File: src/rtl/mbx_pkg.sv
package mbx_pkg;
  localparam int DW = 32;
  localparam int AW = 3;

  localparam logic [AW-1:0] A_CMD = 3'd0;
  localparam logic [AW-1:0] A_EXT = 3'd1;
  localparam logic [AW-1:0] A_DAT = 3'd2;
  localparam logic [AW-1:0] A_MSK = 3'd3;
  localparam logic [AW-1:0] A_STS = 3'd4;

  typedef enum logic [1:0] {PH_IDLE, PH_RD, PH_WR} phase_e;

  // merged write value of a masked modify
  function automatic logic [DW-1:0] mask_merge(input logic [DW-1:0] old_v,
                                               input logic [DW-1:0] new_v,
                                               input logic [DW-1:0] msk);
    return (old_v & ~msk) | (new_v & msk);
  endfunction
endpackage

File: src/rtl/mbx_regs.sv
module mbx_regs
  import mbx_pkg::*;
(
  input  logic          clk,
  input  logic          rst_n,
  input  logic          hst_wr,
  input  logic          hst_rd,
  input  logic [AW-1:0] hst_addr,
  input  logic [DW-1:0] hst_wdata,
  output logic [DW-1:0] hst_rdata,
  input  logic          busy,
  input  logic          done,
  input  logic          err,
  input  logic          refused,
  input  logic          cap_valid,
  input  logic [DW-1:0] cap_data,
  output logic          launch,
  output logic [7:0]    l_op,
  output logic [7:0]    l_port,
  output logic [DW-1:0] l_ofs,
  output logic [3:0]    l_be,
  output logic          l_mod,
  output logic [DW-1:0] l_wdata,
  output logic [DW-1:0] l_mask,
  output logic          err_clr
);
  logic [DW-1:8] ext_q;
  logic [DW-1:0] dat_q, msk_q;
  logic [7:0]    op_q, port_q, lofs_q;
  logic [3:0]    be_q;
  logic          mod_q;
  logic          cmd_wr, cmd_take;

  assign cmd_wr   = hst_wr && (hst_addr == A_CMD);
  assign cmd_take = cmd_wr && !busy;
  assign launch   = cmd_take && (hst_wdata[7:4] != 4'd0);
  assign err_clr  = hst_wr && (hst_addr == A_STS) && hst_wdata[2];

  assign l_op    = hst_wdata[31:24];
  assign l_port  = hst_wdata[23:16];
  assign l_ofs   = {ext_q, hst_wdata[15:8]};
  assign l_be    = hst_wdata[7:4];
  assign l_mod   = hst_wdata[0];
  assign l_wdata = dat_q;
  assign l_mask  = msk_q;

  always_ff @(posedge clk) begin
    if (!rst_n) begin
      ext_q <= '0; dat_q <= '0; msk_q <= '0;
      op_q <= '0; port_q <= '0; lofs_q <= '0; be_q <= '0; mod_q <= 1'b0;
      hst_rdata <= '0;
    end else begin
      if (cmd_take) begin
        op_q <= hst_wdata[31:24]; port_q <= hst_wdata[23:16];
        lofs_q <= hst_wdata[15:8]; be_q <= hst_wdata[7:4]; mod_q <= hst_wdata[0];
      end
      if (hst_wr && hst_addr == A_EXT) ext_q <= hst_wdata[DW-1:8];
      if (hst_wr && hst_addr == A_MSK) msk_q <= hst_wdata;
      if (cap_valid) dat_q <= cap_data;
      else if (hst_wr && hst_addr == A_DAT) dat_q <= hst_wdata;
      if (hst_rd) begin
        unique case (hst_addr)
          A_CMD:   hst_rdata <= {op_q, port_q, lofs_q, be_q, 3'b000, mod_q};
          A_EXT:   hst_rdata <= {ext_q, 8'h00};
          A_DAT:   hst_rdata <= dat_q;
          A_MSK:   hst_rdata <= msk_q;
          A_STS:   hst_rdata <= {28'd0, refused, err, done, busy};
          default: hst_rdata <= '0;
        endcase
      end
    end
  end

  // data register changes only by capture or a host write
  assert_dat_stable_R5: assert property (@(posedge clk) disable iff (!rst_n)
    (!cap_valid && !(hst_wr && hst_addr == A_DAT)) |=> $stable(dat_q));
  // a command write seen while busy does not launch
  assert_busy_block_R7: assert property (@(posedge clk) disable iff (!rst_n)
    (busy && cmd_wr) |-> !launch);
endmodule

File: src/rtl/mbx_seq.sv
module mbx_seq
  import mbx_pkg::*;
#(
  parameter int          TO_CYC      = 1000,
  parameter logic [7:0]  FORBID_PORT = 8'h0C
) (
  input  logic          clk,
  input  logic          rst_n,
  input  logic          launch,
  input  logic [7:0]    l_op,
  input  logic [7:0]    l_port,
  input  logic [DW-1:0] l_ofs,
  input  logic [3:0]    l_be,
  input  logic          l_mod,
  input  logic [DW-1:0] l_wdata,
  input  logic [DW-1:0] l_mask,
  input  logic          err_clr,
  output logic          sb_req_valid,
  output logic [7:0]    sb_opcode,
  output logic [7:0]    sb_port,
  output logic [DW-1:0] sb_offset,
  output logic [3:0]    sb_be,
  output logic [DW-1:0] sb_wdata,
  input  logic          sb_rsp_valid,
  input  logic [DW-1:0] sb_rsp_data,
  output logic          busy,
  output logic          done,
  output logic          err,
  output logic          refused,
  output logic          cap_valid,
  output logic [DW-1:0] cap_data
);
  localparam int CW = $clog2(TO_CYC + 1);

  phase_e        ph;
  logic [7:0]    op_q, port_q;
  logic [DW-1:0] ofs_q, wd_q, msk_q;
  logic [3:0]    be_q;
  logic          mod_q;
  logic [CW-1:0] cnt;
  logic          expire, refuse_evt, rd_last;

  assign busy         = (ph != PH_IDLE);
  assign sb_req_valid = busy;
  assign sb_port      = port_q;
  assign sb_offset    = ofs_q;
  assign sb_be        = be_q;
  assign sb_wdata     = wd_q;
  assign sb_opcode    = !mod_q ? op_q :
                        (ph == PH_WR) ? (op_q | 8'h01) : (op_q & 8'hFE);
  assign expire     = busy && !sb_rsp_valid && (cnt == CW'(TO_CYC - 1));
  assign refuse_evt = launch && (l_port == FORBID_PORT);
  assign rd_last    = (ph == PH_RD) && sb_rsp_valid && !mod_q;
  assign cap_valid  = rd_last;
  assign cap_data   = sb_rsp_data;

  always_ff @(posedge clk) begin
    if (!rst_n) begin
      ph <= PH_IDLE; op_q <= '0; port_q <= '0; ofs_q <= '0; wd_q <= '0;
      msk_q <= '0; be_q <= '0; mod_q <= 1'b0; cnt <= '0;
      done <= 1'b0; err <= 1'b0; refused <= 1'b0;
    end else begin
      if (err_clr) begin err <= 1'b0; refused <= 1'b0; end
      unique case (ph)
        PH_IDLE: if (launch) begin
          done <= 1'b0;
          if (refuse_evt) begin
            err <= 1'b1; refused <= 1'b1;
          end else begin
            op_q <= l_op; port_q <= l_port; ofs_q <= l_ofs; be_q <= l_be;
            mod_q <= l_mod; wd_q <= l_wdata; msk_q <= l_mask; cnt <= '0;
            refused <= 1'b0;
            ph <= (l_op[0] && !l_mod) ? PH_WR : PH_RD;
          end
        end
        PH_RD: if (sb_rsp_valid) begin
          cnt <= '0;
          if (mod_q) begin
            wd_q <= mask_merge(sb_rsp_data, wd_q, msk_q);
            ph <= PH_WR;
          end else begin
            ph <= PH_IDLE; done <= 1'b1;
          end
        end else if (expire) begin
          ph <= PH_IDLE; err <= 1'b1;
        end else cnt <= cnt + 1'b1;
        PH_WR: if (sb_rsp_valid) begin
          ph <= PH_IDLE; done <= 1'b1;
        end else if (expire) begin
          ph <= PH_IDLE; err <= 1'b1;
        end else cnt <= cnt + 1'b1;
        default: ph <= PH_IDLE;
      endcase
    end
  end

  // the reserved port never appears on the fabric
  assert_no_reserved_R6: assert property (@(posedge clk) disable iff (!rst_n)
    sb_req_valid |-> (sb_port != FORBID_PORT));
  // a request only begins after a command launch
  assert_start_by_cmd_R2: assert property (@(posedge clk) disable iff (!rst_n)
    $rose(sb_req_valid) |-> $past(launch));
  // an accepted launch yields a request or a refusal next cycle
  assert_launch_acts_R7: assert property (@(posedge clk) disable iff (!rst_n)
    launch |=> (sb_req_valid || refused));
  // an unanswered request is held unless it expires
  assert_req_hold_R8: assert property (@(posedge clk) disable iff (!rst_n)
    (sb_req_valid && !sb_rsp_valid && !expire) |=> sb_req_valid);
  // the read phase of a modify is followed by its write phase
  assert_mod_atomic_R9: assert property (@(posedge clk) disable iff (!rst_n)
    (ph == PH_RD && mod_q && sb_rsp_valid) |=> (sb_req_valid && sb_opcode[0]));
  // error stays set until cleared
  assert_err_sticky_R10: assert property (@(posedge clk) disable iff (!rst_n)
    (err && !err_clr) |=> err);
endmodule

File: src/rtl/mbx_bridge.sv
module mbx_bridge
  import mbx_pkg::*;
#(
  parameter int         TO_CYC      = 1000,
  parameter logic [7:0] FORBID_PORT = 8'h0C
) (
  input  logic          clk,
  input  logic          rst_n,
  input  logic          hst_wr,
  input  logic          hst_rd,
  input  logic [2:0]    hst_addr,
  input  logic [31:0]   hst_wdata,
  output logic [31:0]   hst_rdata,
  output logic          sb_req_valid,
  output logic [7:0]    sb_opcode,
  output logic [7:0]    sb_port,
  output logic [31:0]   sb_offset,
  output logic [3:0]    sb_be,
  output logic [31:0]   sb_wdata,
  input  logic          sb_rsp_valid,
  input  logic [31:0]   sb_rsp_data
);
  logic          launch, l_mod, err_clr, busy, done, err, refused, cap_valid;
  logic [7:0]    l_op, l_port;
  logic [3:0]    l_be;
  logic [DW-1:0] l_ofs, l_wdata, l_mask, cap_data;

  mbx_regs u_regs (
    .clk, .rst_n, .hst_wr, .hst_rd, .hst_addr, .hst_wdata, .hst_rdata,
    .busy, .done, .err, .refused, .cap_valid, .cap_data,
    .launch, .l_op, .l_port, .l_ofs, .l_be, .l_mod, .l_wdata, .l_mask, .err_clr
  );

  mbx_seq #(.TO_CYC(TO_CYC), .FORBID_PORT(FORBID_PORT)) u_seq (
    .clk, .rst_n, .launch, .l_op, .l_port, .l_ofs, .l_be, .l_mod, .l_wdata,
    .l_mask, .err_clr, .sb_req_valid, .sb_opcode, .sb_port, .sb_offset,
    .sb_be, .sb_wdata, .sb_rsp_valid, .sb_rsp_data,
    .busy, .done, .err, .refused, .cap_valid, .cap_data
  );
endmodule

File: config.mk
export PLATFORM = sky130hd
export DESIGN_NAME = mbx_bridge
export DESIGN_NICKNAME = d
export VERILOG_FILES = /design/src/rtl/mbx_pkg.sv /design/src/rtl/mbx_regs.sv /design/src/rtl/mbx_seq.sv /design/src/rtl/mbx_bridge.sv
export SDC_FILE = /design/constraint.sdc
export NUM_CORES = 1
export LEC_CHECK = 0
export BUFFER_PORTS_ARGS = -buffer_cell sky130_fd_sc_hd__buf_2
export CAP_MARGIN = 20
export CORE_MARGIN = 4
export CORE_UTILIZATION = 50
export CTS_CLUSTER_DIAMETER = 200
export DETAILED_ROUTE_END_ITERATION = 12
export GPL_TIMING_DRIVEN = 0
export PLACE_DENSITY = 0.77
export RECOVER_POWER = 25
export REMOVE_ABC_BUFFERS = 1
export SLEW_MARGIN = 40
export SYNTH_ARGS = -nofsm -noshare
export SYNTH_HDL_FRONTEND = slang
export SYNTH_SLANG_ARGS = --single-unit
File: constraint.sdc
create_clock -name clk -period 4.33 [get_ports clk]
set_input_delay 0.6495 -clock clk [delete_from_list [all_inputs] [get_ports clk]]
set_output_delay 0.6495 -clock clk [all_outputs]
set_load 0.1 [all_outputs]
# ---- Word level (Yosys, flattened, before mapping)
# Cells that the tools add are included.
dict set report word_totals {
  output_inout_bits 117
  reg_bits 281
  inputBits 72
}
dict set report op_classes {
  addsub 1
  bitwise_logic 5
  n_eq_ne 15
  n_mux 39
  reduce_logical 31
}
# cell count
set op_table {}
lappend op_table {{two-way mux 32 bit} 6}
lappend op_table {{case mux 32 bit (5 select lines)} 1}
lappend op_table {{AND 32 bit} 2}
lappend op_table {{case mux 32 bit (2 select lines)} 1}
lappend op_table {{two-way mux 10 bit} 5}
lappend op_table {{NOT 32 bit} 1}
lappend op_table {{OR 32 bit} 1}
lappend op_table {{case mux 10 bit (3 select lines)} 1}
lappend op_table {{two-way mux 1 bit} 15}
lappend op_table {{logical AND 1 bit} 14}
lappend op_table {{two-way mux 2 bit} 7}
lappend op_table {{adder 10 x 1 -> 10 bit (second input constant)} 1}
lappend op_table {{equality test 10 bit (second input constant)} 1}
lappend op_table {{!= test 2 bit (second input constant)} 5}
lappend op_table {{AND reduction 5 bit} 2}
lappend op_table {{equality test 8 x 4 -> 1 bit (second input constant)} 1}
lappend op_table {{equality test 3 x 2 -> 1 bit (second input constant)} 2}
lappend op_table {{case mux 2 bit (3 select lines)} 1}
lappend op_table {{nonzero test 2 bit} 3}
lappend op_table {{logical NOT 1 bit} 4}
lappend op_table {{!= test 2 x 1 -> 1 bit (second input constant)} 2}
lappend op_table {{AND reduction 4 bit} 1}
lappend op_table {{nonzero test 4 bit} 1}
lappend op_table {{equality test 3 x 1 -> 1 bit (second input constant)} 1}
lappend op_table {{12 further kinds} 12}

# ---- Logic depth before layout (Yosys ltp)
# Gate-level depths: netlist of the first run.
dict set report depth {
  depth_word 8
  ltp_mapped 10
}

# ---- Cells and area by module
# From an unflattened synthesis of the first run, not the netlist that was laid out.
dict set report hier_totals {
  cells_unflattened 1496
  area_unflattened_um2 12643.4
}
# module instances area_per_inst_um2 cells_per_inst seq_area_each_um2
set modules_own_cells {}
lappend modules_own_cells {mbx_regs 1 6695.2 743 2982.9}
lappend modules_own_cells {mbx_seq 1 5948.2 753 2642.5}

# ---- Least setup slack after synthesis of the first run
# OpenSTA, ideal clock, no wires.
dict set report synth_path {
  path_type {flip-flop to flip-flop}
  from {register u_seq.ph[0]}
  to {register u_seq.cnt[9]}
  setup_ns 0.084
  slack_ns 2.256
  path_stages_with_launch 9
  required_time_ns 4.246
  t_arrival_ns 1.990
  path_cell_list {dfxtp_1 > inv_1 > ha_1 > buf_2 > inv_2 > a32oi_1 > or3_1 > buf_4 > o31ai_2}
}
dict set report synth_via {
  elab_chain_cells 7
}
# item line
set synth_rtl {}
lappend synth_rtl {{start, declared} mbx_seq.sv:35} ;# phase_e ph;
lappend synth_rtl {{start signal, assigned} mbx_seq.sv:73} ;# ph <= (l_op[0] && !l_mod) ? PH_WR : PH_RD;
lappend synth_rtl {{nonzero test 2 bit *} mbx_seq.sv:43} ;# assign busy = (ph != PH_IDLE);
lappend synth_rtl {{via sb_req_valid} mbx_bridge.sv:14} ;# output logic sb_req_valid,
lappend synth_rtl {{logical NOT 1 bit} mbx_regs.sv:35} ;# assign cmd_take = cmd_wr && !busy;
lappend synth_rtl {{logical AND 1 bit} mbx_regs.sv:35}
lappend synth_rtl {{logical AND 1 bit} mbx_regs.sv:36} ;# assign launch = cmd_take && (hst_wdata[7:4] != 4'd0);
lappend synth_rtl {{logical AND 1 bit} mbx_seq.sv:52} ;# assign refuse_evt = launch && (l_port == FORBID_PORT);
lappend synth_rtl {{!= test 2 bit (no line)} --}
lappend synth_rtl {{AND reduction 4 bit (no line)} --}
lappend synth_rtl {{end signal, assigned} mbx_seq.sv:86} ;# end else cnt <= cnt + 1'b1;
lappend synth_rtl {{end signal, assigned} mbx_seq.sv:91} ;# end else cnt <= cnt + 1'b1;
lappend synth_rtl {{end, declared} mbx_seq.sv:40} ;# logic [CW-1:0] cnt;
# The timed path passes the listed nets; every way through them passes the cells marked *. The select of a mux whose other input is x is not followed.
# A chain may end at the register's enable or synchronous reset.

# ---- Worst setup path in the final report of the first run
dict set report layout_path {
  from {input hst_addr[0]}
  to {register u_regs.dat_q[28], in the netlist u_regs.l_wdata[28]}
}
dict set report layout_via {
  elab_chain_cells 3
}
# item line
set layout_rtl {}
lappend layout_rtl {{start, declared} mbx_bridge.sv:11} ;# input logic [2:0] hst_addr,
lappend layout_rtl {{equality test 3 x 2 -> 1 bit} mbx_regs.sv:60} ;# else if (hst_wr && hst_addr == A_DAT) dat_q <= hst_wdata;
lappend layout_rtl {{logical AND 1 bit} mbx_regs.sv:60}
lappend layout_rtl {{nonzero test 2 bit (no line)} --}
lappend layout_rtl {{end signal, assigned} mbx_regs.sv:59} ;# if (cap_valid) dat_q <= cap_data;
lappend layout_rtl {{end signal, assigned} mbx_regs.sv:60}
lappend layout_rtl {{end, declared} mbx_regs.sv:28} ;# logic [DW-1:0] dat_q, msk_q;
# Every way passes these cells.

==> metrics.txt, run 1 <==
Num Clock Sinks=281; vias in the first global route=11,000; core outline area=23,500 sq um; Layout area overhead=18.9%; routed wire length per instance=19.1 um; IO Count=189; Final Slew Violations=14; PortBufs=188; initial antenna violation count=3; Initial DRC Count=1,008; cells taking the most area after synthesis=dfxtp_1 47%, nand2_1 12%, a21oi_1 11%; maximum VDD drop=0.000388 V; crit path max fanout=22; setup_tns=0 ps; global-route usage over all layers=0.272; fin cells=1,955; Min-Delay Path Class=input pin to flop; row count=56; setup violators final=0; dpl cells=1,901; number of synthesized register bits=281; first-pass GRT wire length=58.5 mm; Vias/cell=5.86; Syn Inst Count=1,483; sequential fraction of the synthesis area=0.470; Worst EP required=4790 ps; Least-Margin Pin Slew=1680 ps; layout cells sized above 1=0.149; CTS Buffer Depth=3; worst-skew pair later-pin latency=560 ps; TritonCTS clock tree=yes; fin nets=1,690; fraction of registers with async set/reset=0; die area=26,500 sq um; synthesized area=12,000 sq um; cell taking the most area after synthesis=dfxtp_1; hold buffers post-CTS=0; max_cap viols=1; hpwl dp=23.8 mm; CTS Buf Count=29; FMAX=295 MHz; Max H-tree Level=1; CP startpoint kind=input pin; ANT nets after route=0; Yosys warning count=0; Netlist cell types=56; GRT overflow=0; failing checks=max-capacitance violations, max-slew violations; # DRC=0; pin count of the biggest net entering global routing=101; post-layout instance area=14,200 sq um; PnR Total Power=0.00780 W; post-CTS setup repair buffer count=0; Fin Hold WS=355 ps; Area after DPL=13,400 sq um; CP Class=input pin to flop; Post-synth EDFFs=0; post-layout min period=3390 ps; Hold Vio Cnt, Final=0; Die Ht=163 um; clk_skew=18.7 ps; RSZ-0062 raised after global routing=no; DR vias=11,500; Leak Pwr=5.32 nW; die width=163 um; Worst slew margin=-0.130; Setup crit end kind=flop; GPL Wtd Cong=0.839; Yosys top cell area share=0.470; Root Driver=clkbuf_16; status=finished with violations; Initial Utilization=0.508; final WL=37.3 mm; final period utilization=0.783; Synth Flop Type=dfxtp_1; power per cell area=548 nW/um^2; syn avg cell area=8.07 sq um; arrival time worst endpoint=3850 ps; Gates resized, CTS repair=0; Initial DRT Pass Iterations=6; Clock transition at path regs=60 ps
[worst max-delay path, stage by stage]
cell	delay, ps
clkbuf_1	410
nor3b_1	900
and2_0	1150
buf_12	320
mux2i_1	110
a211oi_1	270
[cell usage after synthesis (3+ instances only)]
cell type and n:
nand2_1 378, dfxtp_1 281, a21oi_1 254, nor2_1 137, clkbuf_1 76, a22oi_1 53
mux2i_1 37, a211oi_1 34, buf_2 34, o211a_1 32, a31o_1 26, and2_1 14
o211ai_1 10, buf_4 9, nand3_1 8, o2bb2ai_1 8, inv_1 7, o21ai_1 7
a31o_2 6, a31oi_1 6, o31ai_2 6, ha_1 5, mux2_2 5, buf_1 4
and3_1 3, buf_6 3, nand2b_1 3, or3_1 3
[final timing paths]
kind | depth (start not counted) | endpoint | slack, ps | start
max reg2reg | 9 | flop | 1100 | u_seq.ph[0]$_SDFFE_PN0P_
max | 6 | u_regs.l_wdata[28]$_SDFFE_PN0P_ | 940 | hst_addr[0]
min | 3 | u_regs.l_mask[3]$_SDFFE_PN0P_ | 360 | hst_wdata[3]
min reg2reg | 2 | u_seq.sb_offset[4]$_SDFFE_PN0P_ | 450 | u_seq.sb_offset[4]$_SDFFE_PN0P_
[stage by stage]
stage	setup WS (ps)	util
finish	941	0.605
global route	806	0.605
CTS	1180	0.609
detailed placement	1130	0.570
global placement	-3850	0.541
floorplan	-395	-
[layout by cell type (no fill, tap or decap), types with 7 or more instances in the layout]
cell type,count
clkbuf_16,29
a211oi_1,34
a31o_1,26
buf_6,7
mux2i_1,37
and2_1,7
o2bb2ai_1,8
clkbuf_1,74
a22oi_1,53
buf_16,9
nand2_1,375
dfxtp_1,281
nor2_1,137
a21oi_1,254
o211ai_1,10
nand3_1,7
buf_4,13
clkinv_2,7
buf_2,123
o211a_1,32
[layer usage]
| layer | track usage | routed length, um | vias to the layer above |
|---|---|---|---|
| li1 | - | - | 5383 |
| met1 | 0.360 | 15400 | 5454 |
| met2 | 0.438 | 17100 | 510 |
| met3 | 0.0600 | 3470 | 99 |
| met4 | 0.101 | 1280 | 4 |
| met5 | 0 | 26 | - |
[cells by family (layout without fill, tap and decap cells)]
family / after synthesis / in the layout / share of synthesized area
AOI/OAI and AO/OA: 454 / 454 / 0.244
muxes: 42 / 42 / 0.0357
buffers and inverters: 135 / 287 / 0.0506
and+or+nand+nor: 566 / 566 / 0.194
DFF: 281 / 281 / 0.470
other: 0 / 1 / 0
adders and majority gates: 5 / 5 / 0.00523
[final cells by class]
cell class / instances / area, sq um
Sequential cell: 281 / 5630
Clock buffer: 44 / 842
Tap cell: 319 / 399
Timing Repair Buffer: 225 / 1430
Fill cell: 2169 / 9310
Antenna cell: 1 / 2.50
Multi-Input combinational cell: 1067 / 5810
Clock inverter: 9 / 85.1
Inverter: 9 / 41.3
[power breakdown]
part	internal, W	switching [W]
sequential	0.00279	0.000130
clock	0.00140	0.00103
combinational	0.000646	0.00180
total	0.00483	0.00297
Power figures use the tool's default switching activity.
==> run 2: changes to the inputs <==
clock period = 3.4 ns   (was 4.33 ns; I/O delays follow)
==> metrics.txt, run 2 (same netlist as run 1, synthesis figures left out) <==
hold buffers post-CTS=0; arrival time worst endpoint=3640 ps; IO Count=189; DR vias=11,400; layout cells sized above 1=0.149; fin nets=1,690; worst-skew pair later-pin latency=560 ps; initial antenna violation count=3; Leak Pwr=5.31 nW; Min-Delay Path Class=input pin to flop; clk_skew=21.3 ps; first-pass GRT wire length=58.5 mm; CTS Buffer Depth=3; setup_tns=0 ps; Initial DRC Count=1,026; final WL=37.3 mm; CTS Buf Count=29; final setup margin=189 ps; crit path from=u_seq.ph[1]$_SDFFE_PN0P_; Gates resized, CTS repair=0; maximum VDD drop=0.000495 V; Worst EP required=3830 ps; final period utilization=0.944; core outline area=23,500 sq um; commonest non-fill, non-tap cells in the layout=375 x nand2_1, 281 x dfxtp_1, 254 x a21oi_1; power per cell area=698 nW/um^2; PnR Total Power=0.00994 W; multi-input combinational cell area=5830 sq um; Vias/cell=5.85; Initial Utilization=0.508; setup violators final=0; die area=26,500 sq um; row count=56; pin count of the biggest net entering global routing=101; max_cap viols=1; sequential cell area=5630 sq um; vias in the first global route=11,000; CP startpoint kind=flop; FMAX=311 MHz; die width=163 um; GPL Wtd Cong=0.839; crit-path cells=inv_1 > ha_1 > nand2_1 > nand4b_4 > o21ai_4 > buf_16 > buf_16 > nand2_4 > o211a_1; Worst slew margin=-0.137; Fin Hold WS=214 ps; Initial DRT Pass Iterations=5; HP Start=hst_wdata[3]; Hold Vio Cnt, Final=0; status=finished with violations; Layout area overhead=19.1%; post-CTS setup repair buffer count=0; Num Clock Sinks=281; failing checks=max-capacitance violations, max-slew violations; Least-Margin Pin Slew=1690 ps; slowest CP cell=o21ai_4; routed wire length per instance=19.1 um; # fillers=2,165; GRT overflow=0; # DRC=0; critical path's largest stage delay=530 ps; Die Ht=163 um; hpwl dp=23.8 mm; RSZ-0062 raised after global routing=no; global-route usage over all layers=0.272; CP Class=flop to flop; Critical R2R Launch=u_seq.ph[1]$_SDFFE_PN0P_; crit path max fanout=32; Setup crit end kind=flop; Clock transition at path regs=60 ps; TritonCTS clock tree=yes; Final Slew Violations=14; most used cell, CP=buf_16; PortBufs=188; Place WS=244 ps; post-layout min period=3210 ps; Max H-tree Level=1; ANT nets after route=0; commonest non-fill, non-tap cell in the layout=nand2_1; Root Driver=clkbuf_16
[run 2: cell types whose count changed in the layout (fill, tap and decap cells not counted)]
cell,previous run,this run
nor2_1,137,136
buf_2,123,120
nor2_4,1,2
clkbuf_1,74,77
and2_4,1,2
and2_1,7,6
nor3b_1,1,0
nor3b_4,1,2
[run 2: cell type report]
cell class	count	area share
multi-input cells	1067	0.409
clock buffers	44	0.0591
inverters	9	0.00290
clock inverters	9	0.00597
flip-flops and latches	281	0.395
diodes	1	0.000176
well taps	319	0.0280
repair buffers	225	0.100
[run 2: where the power goes]
part / total, W / internal, W / switching (W)
clock: 0.00311 / 0.00179 / 0.00132
combinational: 0.00312 / 0.000822 / 0.00230
sequential: 0.00371 / 0.00355 / 0.000165
[run 2: worst paths after layout]
| kind | end | slack (ps) | cells past startpoint |
|---|---|---|---|
| max | flop | 190 | 9 |
| min | u_regs.l_mask[3]$_SDFFE_PN0P_ | 210 | 3 |
| max reg2reg | flop | 190 | 9 |
| min reg2reg | u_seq.sb_offset[4]$_SDFFE_PN0P_ | 450 | 2 |
[run 2: metal layers]
| metal | global-route usage | vias to the layer above | part of all wire |
|---|---|---|---|
| li1 | - | 5386 | - |
| met1 | 0.360 | 5458 | 0.42 |
| met2 | 0.438 | 488 | 0.46 |
| met3 | 0.0600 | 101 | 0.091 |
| met4 | 0.101 | 4 | 0.035 |
| met5 | 0 | - | 0.00070 |
[run 2: worst max-delay path: cells and delay by family, from the launching register on]
kind	cells	cell delay (ps)
buffers and inverters	3	530
AND/OR/NAND/NOR	3	840
adder cells (fa/ha/maj)	1	480
flip-flops	1	340
AO/OA/AOI/OAI	2	880
[run 2: metrics by stage]
step           cells   util  cell area (sq um)
3_3_place_gp    1864  0.541              12700
2_1_floorplan   1357      -              11400
6_report        1955  0.605              14200
5_1_grt         1955  0.605              14200
4_1_cts         1954  0.609              14300
3_5_place_dp    1901  0.570              13400
